**src/rtl/prio_intc_pkg.sv**
```systemverilog
package prio_intc_pkg;
  localparam int unsigned CMD_W = 8;
  typedef enum logic [2:0] {
    OP_EOI_ANY = 3'b001,
    OP_EOI_SEL = 3'b011
  } eoi_op_e;

  function automatic logic [7:0] lowest_set8(input logic [7:0] v);
    return v & (~v + 8'd1);
  endfunction
endpackage

```
**src/rtl/prio_intc_req.sv**
```systemverilog
module prio_intc_req #(
  parameter int unsigned N = 8
) (
  input  logic         clk_i,
  input  logic         rst_ni,
  input  logic [N-1:0] irq_i,
  input  logic [N-1:0] clr_i,
  output logic [N-1:0] pend_o
);
  logic [N-1:0] pend_q;

  // sticky latch; an ack clears it for one edge, a held line re-latches next edge
  always_ff @(posedge clk_i or negedge rst_ni) begin
    if (!rst_ni) pend_q <= '0;
    else         pend_q <= (pend_q | irq_i) & ~clr_i;
  end

  assign pend_o = pend_q;
endmodule

```
**src/rtl/prio_intc_resolve.sv**
```systemverilog
module prio_intc_resolve #(
  parameter int unsigned N     = 8,
  localparam int unsigned IDX_W = $clog2(N)
) (
  input  logic [N-1:0]     pend_i,
  input  logic [N-1:0]     mask_i,
  input  logic [N-1:0]     isr_i,
  output logic             hit_o,
  output logic [IDX_W-1:0] idx_o,
  output logic [N-1:0]     win_oh_o
);
  logic [N-1:0] blk;
  logic [N-1:0] cand;
  logic [N-1:0] above;

  // blk[n]: some line at index <= n is in service
  // above[n]: some candidate at a lower index already wins
  generate
    for (genvar n = 0; n < N; n++) begin : g_line
      if (n == 0) begin : g_first
        assign blk[n]   = isr_i[n];
        assign above[n] = 1'b0;
      end else begin : g_rest
        assign blk[n]   = blk[n-1] | isr_i[n];
        assign above[n] = above[n-1] | cand[n-1];
      end
      assign cand[n]     = pend_i[n] & ~mask_i[n] & ~blk[n];
      assign win_oh_o[n] = cand[n] & ~above[n];
    end
  endgenerate

  always_comb begin
    idx_o = '0;
    for (int i = 0; i < N; i++)
      if (win_oh_o[i]) idx_o = IDX_W'(i);
  end

  assign hit_o = |cand;
endmodule

```
**src/rtl/prio_intc_cmd.sv**
```systemverilog
module prio_intc_cmd
  import prio_intc_pkg::*;
#(
  parameter int unsigned N     = 8,
  localparam int unsigned IDX_W = $clog2(N)
) (
  input  logic             valid_i,
  input  logic [CMD_W-1:0] cmd_i,
  input  logic [N-1:0]     isr_i,
  output logic [N-1:0]     retire_o
);
  logic [2:0]       op;
  logic [IDX_W-1:0] sel;
  logic [7:0]       low8;

  assign op   = cmd_i[7:5];
  assign sel  = cmd_i[IDX_W-1:0];
  assign low8 = lowest_set8(8'(isr_i));

  always_comb begin
    retire_o = '0;
    if (valid_i) begin
      unique case (op)
        OP_EOI_ANY: retire_o = low8[N-1:0];
        OP_EOI_SEL: if (cmd_i[4:3] == 2'b00) retire_o[sel] = 1'b1;
        default:    retire_o = '0;
      endcase
    end
  end
endmodule

```
**src/rtl/prio_intc.sv**
```systemverilog
module prio_intc
  import prio_intc_pkg::*;
#(
  parameter int unsigned N     = 8,
  localparam int unsigned IDX_W = $clog2(N)
) (
  input  logic             clk_i,
  input  logic             rst_ni,
  input  logic [N-1:0]     irq_i,
  input  logic             mask_we_i,
  input  logic [N-1:0]     mask_wdata_i,
  output logic [N-1:0]     mask_o,
  input  logic             cmd_valid_i,
  input  logic [CMD_W-1:0] cmd_i,
  input  logic             inta_i,
  output logic             int_o,
  output logic [IDX_W-1:0] vec_o,
  output logic [N-1:0]     in_service_o
);
  logic [N-1:0] mask_q, isr_q, pend, win_oh, retire, take;
  logic         hit;

  always_ff @(posedge clk_i or negedge rst_ni) begin
    if (!rst_ni)        mask_q <= '1;
    else if (mask_we_i) mask_q <= mask_wdata_i;
  end

  assign take = (inta_i && hit) ? win_oh : '0;

  prio_intc_req #(.N(N)) u_req (
    .clk_i  (clk_i),
    .rst_ni (rst_ni),
    .irq_i  (irq_i),
    .clr_i  (take),
    .pend_o (pend)
  );

  prio_intc_resolve #(.N(N)) u_res (
    .pend_i   (pend),
    .mask_i   (mask_q),
    .isr_i    (isr_q),
    .hit_o    (hit),
    .idx_o    (vec_o),
    .win_oh_o (win_oh)
  );

  prio_intc_cmd #(.N(N)) u_cmd (
    .valid_i  (cmd_valid_i),
    .cmd_i    (cmd_i),
    .isr_i    (isr_q),
    .retire_o (retire)
  );

  // retire uses the pre-edge state; an ack in the same cycle still lands
  always_ff @(posedge clk_i or negedge rst_ni) begin
    if (!rst_ni) isr_q <= '0;
    else         isr_q <= (isr_q & ~retire) | take;
  end

  assign int_o        = hit;
  assign mask_o       = mask_q;
  assign in_service_o = isr_q;
endmodule

```
**config.mk**
```make
export PLATFORM = sky130hd
export DESIGN_NAME = prio_intc
export DESIGN_NICKNAME = d
export VERILOG_FILES = /design/src/rtl/prio_intc_pkg.sv /design/src/rtl/prio_intc_req.sv /design/src/rtl/prio_intc_resolve.sv /design/src/rtl/prio_intc_cmd.sv /design/src/rtl/prio_intc.sv
export SDC_FILE = /design/constraint.sdc
export NUM_CORES = 1
export LEC_CHECK = 0
export BUFFER_PORTS_ARGS = -buffer_cell sky130_fd_sc_hd__clkbuf_2
export CORE_ASPECT_RATIO = 0.8
export CORE_MARGIN = 1
export CORE_UTILIZATION = 45
export CTS_BUF_LIST = sky130_fd_sc_hd__clkbuf_4 sky130_fd_sc_hd__clkbuf_8
export DETAILED_ROUTE_END_ITERATION = 7
export GPL_TIMING_DRIVEN = 0
export PLACE_DENSITY = 0.72
export SLEW_MARGIN = 20
export SYNTH_ARGS = -nofsm -noshare
export SYNTH_HDL_FRONTEND = slang
export SYNTH_HIERARCHICAL = 1
export SYNTH_SLANG_ARGS = --single-unit
```
**constraint.sdc**
```tcl
create_clock -name clk_i -period 3.9 [get_ports clk_i]
set_input_delay 0 -clock clk_i [delete_from_list [all_inputs] [get_ports clk_i]]
set_output_delay 0 -clock clk_i [all_outputs]
set_load 0.03 [all_outputs]
```
# --- Yosys cells after proc, flatten, opt, wreduce, memory -nomap -nowiden ---
# Index checks and enable logic that the tools add are counted.
totals:
  reg_bits: 24
  latch_bits: 0
  ramBits: 0
  rom_bits: 0
  in_bits: 29
  output_inout_bits: 20
  word_cells: 92
  mem_count: 0
op_classes:
  add_sub_neg: 1
  multipliers: 0
  div_mod_pow: 0
  magnitude_cmp: 2
  eq_ne: 2
  shifts: 0
  muxes: 13
  bitwise_logic: 67
  reduce_logical: 4
op_table:
  columns: ["op", "n"]
  rows:
  - ["8-bit bitwise AND", 3]
  - ["8-bit 2-to-1 mux", 3]
  - ["8-bit NOT", 3]
  - ["1-bit bitwise AND", 23]
  - ["1-bit NOT", 23]
  - ["3-bit 2-to-1 mux", 6]
  - ["8-bit bitwise OR", 2]
  - ["8-bit case mux with 2 select lines", 1]
  - ["1-bit bitwise OR", 13]
  - ["8-bit by 1-bit adder with 8-bit output, second input constant", 1]
  - ["8-bit OR reduction", 1]
  - ["3-bit by 4-bit less-than comparator with 1-bit output, second input constant", 1]
  - ["1-bit demux with 3-bit select", 1]
  - ["3-bit by 1-bit == test with 1-bit output, second input constant", 1]
  - ["3-bit by 2-bit == test with 1-bit output, second input constant", 1]
  - ["3-bit by 1-bit greater-or-equal comparator with 1-bit output, second input constant", 1]
  - ["1-bit logical AND", 2]
  - ["2-bit logical NOT", 1]
  - ["1-bit 2-to-1 mux", 2]

# --- Depth between registers and ports, before layout ---
# Gate-level depths: netlist of run 1.
logic_depth:
  ltp_word: 14
  mapped_depth: 6
  depth_no_buf: 6

# --- Modules after synthesis ---
# Netlist of run 1, hierarchy kept.
by_module_without_submodules:
  columns: ["mod", "instances", "cells_each", "area_per_inst_um2", "seq_area_each_um2"]
  rows:
  - ["prio_intc", 1, 49, 691.9, 410.4]
  - ["prio_intc_resolve", 1, 43, 282.8, 0.0]
  - ["prio_intc_req", 1, 16, 280.3, 200.2]
  - ["prio_intc_cmd", 1, 32, 221.5, 0.0]

# --- Worst setup path after synthesis of run 1 ---
# Ideal clock, no wire load.
synth_timing:
  kind: "register -> register"
  startpoint: "register isr_q[0], in the netlist in_service_o[0]"
  endpoint: "register u_req.pend_q[0], in the netlist u_req/pend_o[0]"
  setup_ps: 119
  t_arrival_ps: 2199
  t_required_ps: 3781
  path_slack_ps: 1582
  path_stages_with_launch: 6
  path_buffers: 0
  period_less_slack_ps: 2318
  path_cell_list: "dfrtp_1 > or4_4 > a211o_1 > nand4_1 > and3_4 > o21ba_1"
synth_via:
  elab_chain_cells: 14
  word_cells_on_any_way: 28
  cone_classes: "mux: 1; bitwise: 25; reduce/logical: 2"
synth_rtl:
  columns: ["element", "line", "source"]
  rows:
  - ["start, declared", "prio_intc.sv:20", "logic [N-1:0] mask_q, isr_q, pend, win_oh, retire, take;"]
  - ["start signal, assigned", "prio_intc.sv:57", "else isr_q <= (isr_q & ~retire) | take;"]
  - ["1-bit bitwise OR (7 in series)", "prio_intc_resolve.sv:24", "assign blk[n] = blk[n-1] | isr_i[n];"]
  - ["1-bit NOT", "prio_intc_resolve.sv:27", "assign cand[n] = pend_i[n] & ~mask_i[n] & ~blk[n];"]
  - ["1-bit bitwise AND", "prio_intc_resolve.sv:27", null]
  - ["8-bit OR reduction (*)", "prio_intc_resolve.sv:38", "assign hit_o = |cand;"]
  - ["named net int_o", "prio_intc.sv:16", "output logic int_o,"]
  - ["1-bit logical AND (*)", "prio_intc.sv:28", "assign take = (inta_i && hit) ? win_oh : '0;"]
  - ["8-bit 2-to-1 mux (*)", "prio_intc.sv:28", null]
  - ["named net take[0]", "prio_intc.sv:20", null]
  - ["8-bit NOT (*)", "prio_intc_req.sv:15", "else pend_q <= (pend_q | irq_i) & ~clr_i;"]
  - ["8-bit bitwise AND (*)", "prio_intc_req.sv:15", null]
  - ["end signal, assigned", "prio_intc_req.sv:15", null]
  - ["end, declared", "prio_intc_req.sv:10", "logic [N-1:0] pend_q;"]
# The timed path passes the listed nets; every way through them passes the cells marked *.
# A chain may end at the register's enable or synchronous reset.

# --- Worst setup path after layout of run 1 ---
layout_timing:
  startpoint: "register isr_q[0], in the netlist in_service_o[0]"
  endpoint: "register u_req.pend_q[6], in the netlist u_req/pend_o[6]"
layout_via:
  elab_chain_cells: 14
  word_cells_on_any_way: 35
  cone_classes: "mux: 1; bitwise: 32; reduce/logical: 2"
layout_rtl:
  columns: ["element", "line"]
  rows:
  - ["1-bit bitwise OR (7 in series)", "prio_intc_resolve.sv:24"]
  - ["1-bit NOT", "prio_intc_resolve.sv:27"]
  - ["1-bit bitwise AND", "prio_intc_resolve.sv:27"]
  - ["8-bit OR reduction", "prio_intc_resolve.sv:38"]
  - ["1-bit logical AND", "prio_intc.sv:28"]
  - ["8-bit 2-to-1 mux (*)", "prio_intc.sv:28"]
  - ["named net take[6]", "prio_intc.sv:20"]
  - ["8-bit NOT (*)", "prio_intc_req.sv:15"]
  - ["8-bit bitwise AND (*)", "prio_intc_req.sv:15"]
# Marked as above.

==> results by group, run 1 <==
Worst hold path
  – Hold Path Class: input pin to flip-flop
  – Hold Crit Start: mask_we_i
  – Worst hold stages: 2
  – Min-Delay Endpoint: mask_o[2]

Synth
  – Synth Instances: 140
  – Mapped cell area: 1480 sq um
  – Synth unique cells: 40
  – Cell taking the most area after synthesis: dfrtp_1
  – Synth warn: 6
  – Syn Nets: 169
  – Post-synthesis sequential area ratio: 41.4%
  – Synth area leaders: dfrtp_1 (27%), dfstp_2 (14%), mux2_4 (8.1%)
  – Syn_area_per_cell: 10.5 sq um
  – Main flop type after synthesis: dfrtp_1
  – Top-area cell type share of the netlist area: 27.1%
  – Seq cells post-synth: 24
  – Post-synth EDFFs: 0
  – Post-synth ARST share: 100%

Routing
  – Avg Vias per Cell: 5.60
  – Via count: 1388
  – DRC violations left: 0
  – DR WL/cell: 15.5 um
  – Antenna Nets Post-Route: 0
  – Final WL: 3840 um
  – Drt first pass iters: 4
  – Drt initial violations: 44

Clock network
  – Post-cts sizing count: 0
  – Clk sink count: 24
  – Clock Tree Buf Depth: 2
  – H-Tree Depth: 1
  – Inserted Clock Buffers: 3
  – Clock slew at reported path FFs: 0.08 ns
  – Skew-Pair Late Insertion Delay: 0.26 ns
  – CTS tree: done
  – CTS Root Cell: clkbuf_8

Power and ir drop
  – Max IR drop VDD: 0.249 mV
  – Pleak: 0.000934 uW
  – Pwr/cell area: 579 nW/um^2
  – Power Total: 1160 uW

Placed design
  – Gp weighted congestion: 0.782
  – Final HPWL DP: 2730 um
  – Placed cell area: 1760 sq um
  – Number of port buffers: 47
  – DP Worst Slack: 1.74 ns

Final layout
  – Leading cell types in the layout, fill and taps excluded: clkbuf_2 (47), dlygate4sd3_1 (17), dfrtp_1 (16)
  – Layout cells sized above 1: 38.0%
  – Ant diodes: 0
  – Commonest non-fill, non-tap cell in the layout: clkbuf_2
  – Design area: 2000 sq um
  – Layout Nets: 238
  – Synthesis-to-finish area growth: 35.7%

STA
  – Fin crit period: 2.22 ns
  – Fin Hold WS: 0.0580 ns
  – Max Slew Vio Count: 0
  – Final hold vios: 0
  – Final setup vio count: 0
  – Slew margin rel.: 63.0%
  – RSZ-0062 raised after global routing: false
  – Setup TNS: 0 ns
  – Worst Clk Skew: 0.00101 ns
  – Worst slew pin tran: 0.555 ns
  – Fin crit share: 57.0%
  – Final WS setup: 1.68 ns
  – Fmax: 0.450 GHz

Status
  – Status: finished, final reports clean

Die
  – Cell row count: 18
  – Die X: 66.0 um
  – Die Area: 3520 sq um
  – Io pins: 49
  – DIE HEIGHT: 53.2 um
  – Core ar.: 3110 sq um
  – Starting Density: 47.5%

Global route
  – Largest net degree at the start of global routing: 25
  – Vias in the first global route: 1367
  – Total GRT Usage: 23.1%
  – Initial antenna violation count: 0
  – Global-route wire length before repair: 5980 um
  – Grt total ovfl: 0

Critical path
  – FF-to-FF path depth: 5
  – CP Capture Type: flip-flop
  – Worst path required time: 4.06 ns
  – Critical path class: flip-flop to flip-flop
  – Worst EP arrival: 2.38 ns
  – Reg-to-Reg Start: in_service_o[0]
  – CP startpoint: in_service_o[0]
  – Reg2reg setup slack: 1.68 ns
  – Startpoint Class: flip-flop
  – Reg-to-reg endpoint: u_req/pend_o[6]
  – CP Max Fanout: 9

Run
  – MaxCap Viol Count: 0
[sequential cells by signal, indices dropped and copies added (netlist names)]
| register | cells |
|---|---|
| in_service_o | 8 |
| mask_o | 8 |
| u_req/pend_o | 8 |
[repair_timing]
item / 4_1_cts / 5_1_grt
endpoints found under the setup margin: 0 / 0
endpoints found under the hold margin: 32 / 0
setup buffers: 0 / 0
hold buffers: 17 / 0
[worst max-delay path by stage]
stage | endpoint | slack, ns | cells past startpoint
2_1_floorplan | u_req/pend_o[0] | 1.58 | 5
3_3_place_gp | u_req/pend_o[4] | 1.79 | 5
3_5_place_dp | u_req/pend_o[6] | 1.74 | 5
4_1_cts | int_o | 1.72 | 4
5_1_grt | u_req/pend_o[2] | 1.61 | 5
6_report | u_req/pend_o[6] | 1.68 | 5
[where the power goes]
group	internal (uW)	switching (uW)
logic	191	341
registers	312	97.8
clock network	137	79.3
total	641	518
[stage by stage]
step / std cells / utilization (%)
global route: 248 / 64.5
finish: 248 / 64.5
CTS: 248 / 64.5
detailed placement: 227 / 56.7
global placement: 227 / 56.7
floorplan: 140 / -
[worst max-delay path, cell delays in order (launching register included)]
cell	delay (ns)
dfrtp_1	0.51
or4_4	0.57
a211o_1	0.30
nand4_1	0.30
and3_1	0.28
o21ba_1	0.16
[logic make-up after synthesis]
logic type	Yosys count	share of synthesized area (%)
flops	24	41.4
compound gates	33	18.9
mux	8	8.14
simple gates	63	28.1
buf+inv	12	3.56
[final cells by class]
cell class              instances  area, sq um
well taps                      40         50.0
fillers                       265         1100
repair buffers                 64          405
clock buffers                   3         41.3
multi-input cells             104          813
clock inverters                 1         30.0
inverters                      11         41.3
plain buffers                   1         11.3
flip-flops and latches         24          611
[cells in the mapped netlist, types with 3 or more instances]
cell,number
mux2_4,8
a21o_1,8
o21ba_1,8
nor2b_1,4
and3_1,9
nand3_1,5
nand2b_1,5
dfstp_2,8
nor2_1,9
dfrtp_1,16
nand4_1,3
inv_1,11
nand2_1,7
nor3_1,4
[layer usage]
layer  global-route usage, %  routed length (um)  up-vias
met1                    27.1                1630      672
met5                       0                   0        -
met3                    3.66                 232        7
met2                    41.8                1930       56
met4                    9.93                  58        0
li1                        -                   -      653
No activity file was read; power rests on OpenSTA's default activity.
==> run 2, diff against run 1 <==
==> constraint.sdc (replaced) <==
create_clock -name clk_i -period 2.15 [get_ports clk_i]
set_input_delay 0 -clock clk_i [delete_from_list [all_inputs] [get_ports clk_i]]
set_output_delay 0 -clock clk_i [all_outputs]
set_load 0.03 [all_outputs]
==> results by group, run 2 (synthesized netlist as in run 1, its figures left out) <==
Status
  – Status: finished, violations left
  – Failing checks: setup timing

Clock network
  – Clock slew at reported path FFs: 0.08 ns
  – Clock Tree Buf Depth: 2
  – Clk sink count: 24
  – CTS tree: done
  – H-Tree Depth: 1
  – CTS Root Cell: clkbuf_8
  – Skew-Pair Late Insertion Delay: 0.26 ns
  – Inserted Clock Buffers: 3

Critical path
  – FF-to-FF path depth: 5
  – Critical path class: flip-flop to flip-flop
  – Slowest cell on crit path: or4_4
  – Worst path required time: 2.31 ns
  – CP Max Fanout: 9
  – Critical path, cell by cell: or4_4 -> a211o_1 -> nand4_1 -> and3_1 -> o21ba_1
  – CP Capture Type: flip-flop
  – Startpoint Class: flip-flop
  – Worst EP arrival: 2.33 ns
  – Reg2reg setup slack: -0.02 ns
  – Slowest stage delay, CP: 0.54 ns

Die
  – Core ar.: 3110 sq um
  – DIE HEIGHT: 53.2 um
  – Cell row count: 18
  – Io pins: 49
  – Die Area: 3520 sq um
  – Starting Density: 47.5%
  – Die X: 66.0 um

STA
  – Max Slew Vio Count: 0
  – Worst Clk Skew: 0.00312 ns
  – Worst slew pin tran: 0.562 ns
  – Final hold vios: 0
  – RSZ-0062 raised after global routing: true
  – Slew margin rel.: 62.5%
  – Fin crit share: 101%
  – Final WS setup: -0.0213 ns
  – Fmax: 0.461 GHz
  – Final setup vio count: 3
  – Fin crit period: 2.17 ns

Final layout
  – Final core utilization: 63.8%
  – Ant diodes: 0
  – Layout cells sized above 1: 39.4%
  – Synthesis-to-finish area growth: 34.4%
  – Leading cell types in the layout, fill and taps excluded: clkbuf_2 (46), dlygate4sd3_1 (17), dfrtp_1 (13)
  – Multi-input logic area: 813 sq um
  – FF+latch area: 614 sq um
  – Filler cell count: 260
  – Commonest non-fill, non-tap cell in the layout: clkbuf_2
  – Layout Nets: 238

Routing
  – Avg Vias per Cell: 5.34
  – DRC violations left: 0
  – Via count: 1325
  – Drt initial violations: 52
  – Drt first pass iters: 4
  – DR WL/cell: 13.9 um
  – Antenna Nets Post-Route: 0
  – Final WL: 3440 um

Power and ir drop
  – Pleak: 0.000921 uW
  – Max IR drop VDD: 0.591 mV
  – Pwr/cell area: 995 nW/um^2

Placed design
  – Final HPWL DP: 2620 um
  – Number of port buffers: 47
  – Gp weighted congestion: 0.782
  – DP Worst Slack: 0.0124 ns

Worst hold path
  – Hold Path Class: input pin to flip-flop
  – Worst hold stages: 2

Global route
  – Global-route wire length before repair: 5490 um
  – Grt total ovfl: 0
  – Vias in the first global route: 1197
  – Largest net degree at the start of global routing: 25
  – Total GRT Usage: 20.8%
  – Initial antenna violation count: 0

Run
  – MaxCap Viol Count: 0
## run 2: area by class of cell
cell class,instances,area share (%)
Buffer,1,0.567
Inverter,11,2.08
Clock buffer,4,2.46
Tap cell,40,2.52
Timing Repair Buffer,64,20.4
Multi-Input combinational cell,104,41.0
Sequential cell,24,31.0
## run 2: per-layer routing
metal,up-vias,global-route usage [%],wire [um]
met1,623,28.9,1630
li1,652,-,-
met3,4,4.96,191
met2,46,33.3,1600
met4,0,3.19,28
met5,-,0,0
## run 2: timing repair
action,CTS,global route
resized for setup,0,1
hold buffers,17,0
setup endpoints to repair,0,11
buffers inserted,0,0
hold endpoints to repair,32,0
## run 2: power breakdown
group          leakage [uW]  total (uW)  switching, uW  internal [uW]
combinational      0.000643         951            603            348
sequential         0.000252         748            175            572
clock             0.0000262         276            131            145
## run 2: stage by stage
| stage | std cells | power, uW | cell area, sq um | hold WS (ns) | setup TNS (ns) |
|---|---|---|---|---|---|
| 4_1_cts | 248 | 1980 | 1980 | 0.0667 | 0 |
| 5_1_grt | 248 | 2090 | 1980 | 0.0628 | -0.545 |
| 6_report | 248 | 1970 | 1980 | 0.0655 | -0.0332 |
| 3_5_place_dp | 227 | 1670 | 1770 | 0.0292 | 0 |
| 2_1_floorplan | 140 | 1390 | 1480 | -0.296 | -0.518 |
| 3_3_place_gp | 227 | 1640 | 1770 | 0.0130 | 0 |
## run 2: worst max-delay path, delay by kind of cell (launching register included)
family / cells / cell delay [ns]
compound gates: 2 / 0.45
flops: 1 / 0.49
simple gates: 3 / 1.12
## run 2: final timing paths
| kind | start | endpoint |
|---|---|---|
| worst max register to register | in_service_o[0] | u_req/pend_o[6] |
| worst min-delay path | mask_we_i | mask_o[7] |
| worst min register to register | u_req/pend_o[1] | u_req/pend_o[1] |
| worst max-delay path | in_service_o[0] | u_req/pend_o[6] |
| max in group asynchronous | rst_ni | in_service_o[5] |
| min in group asynchronous | rst_ni | u_req/pend_o[4] |
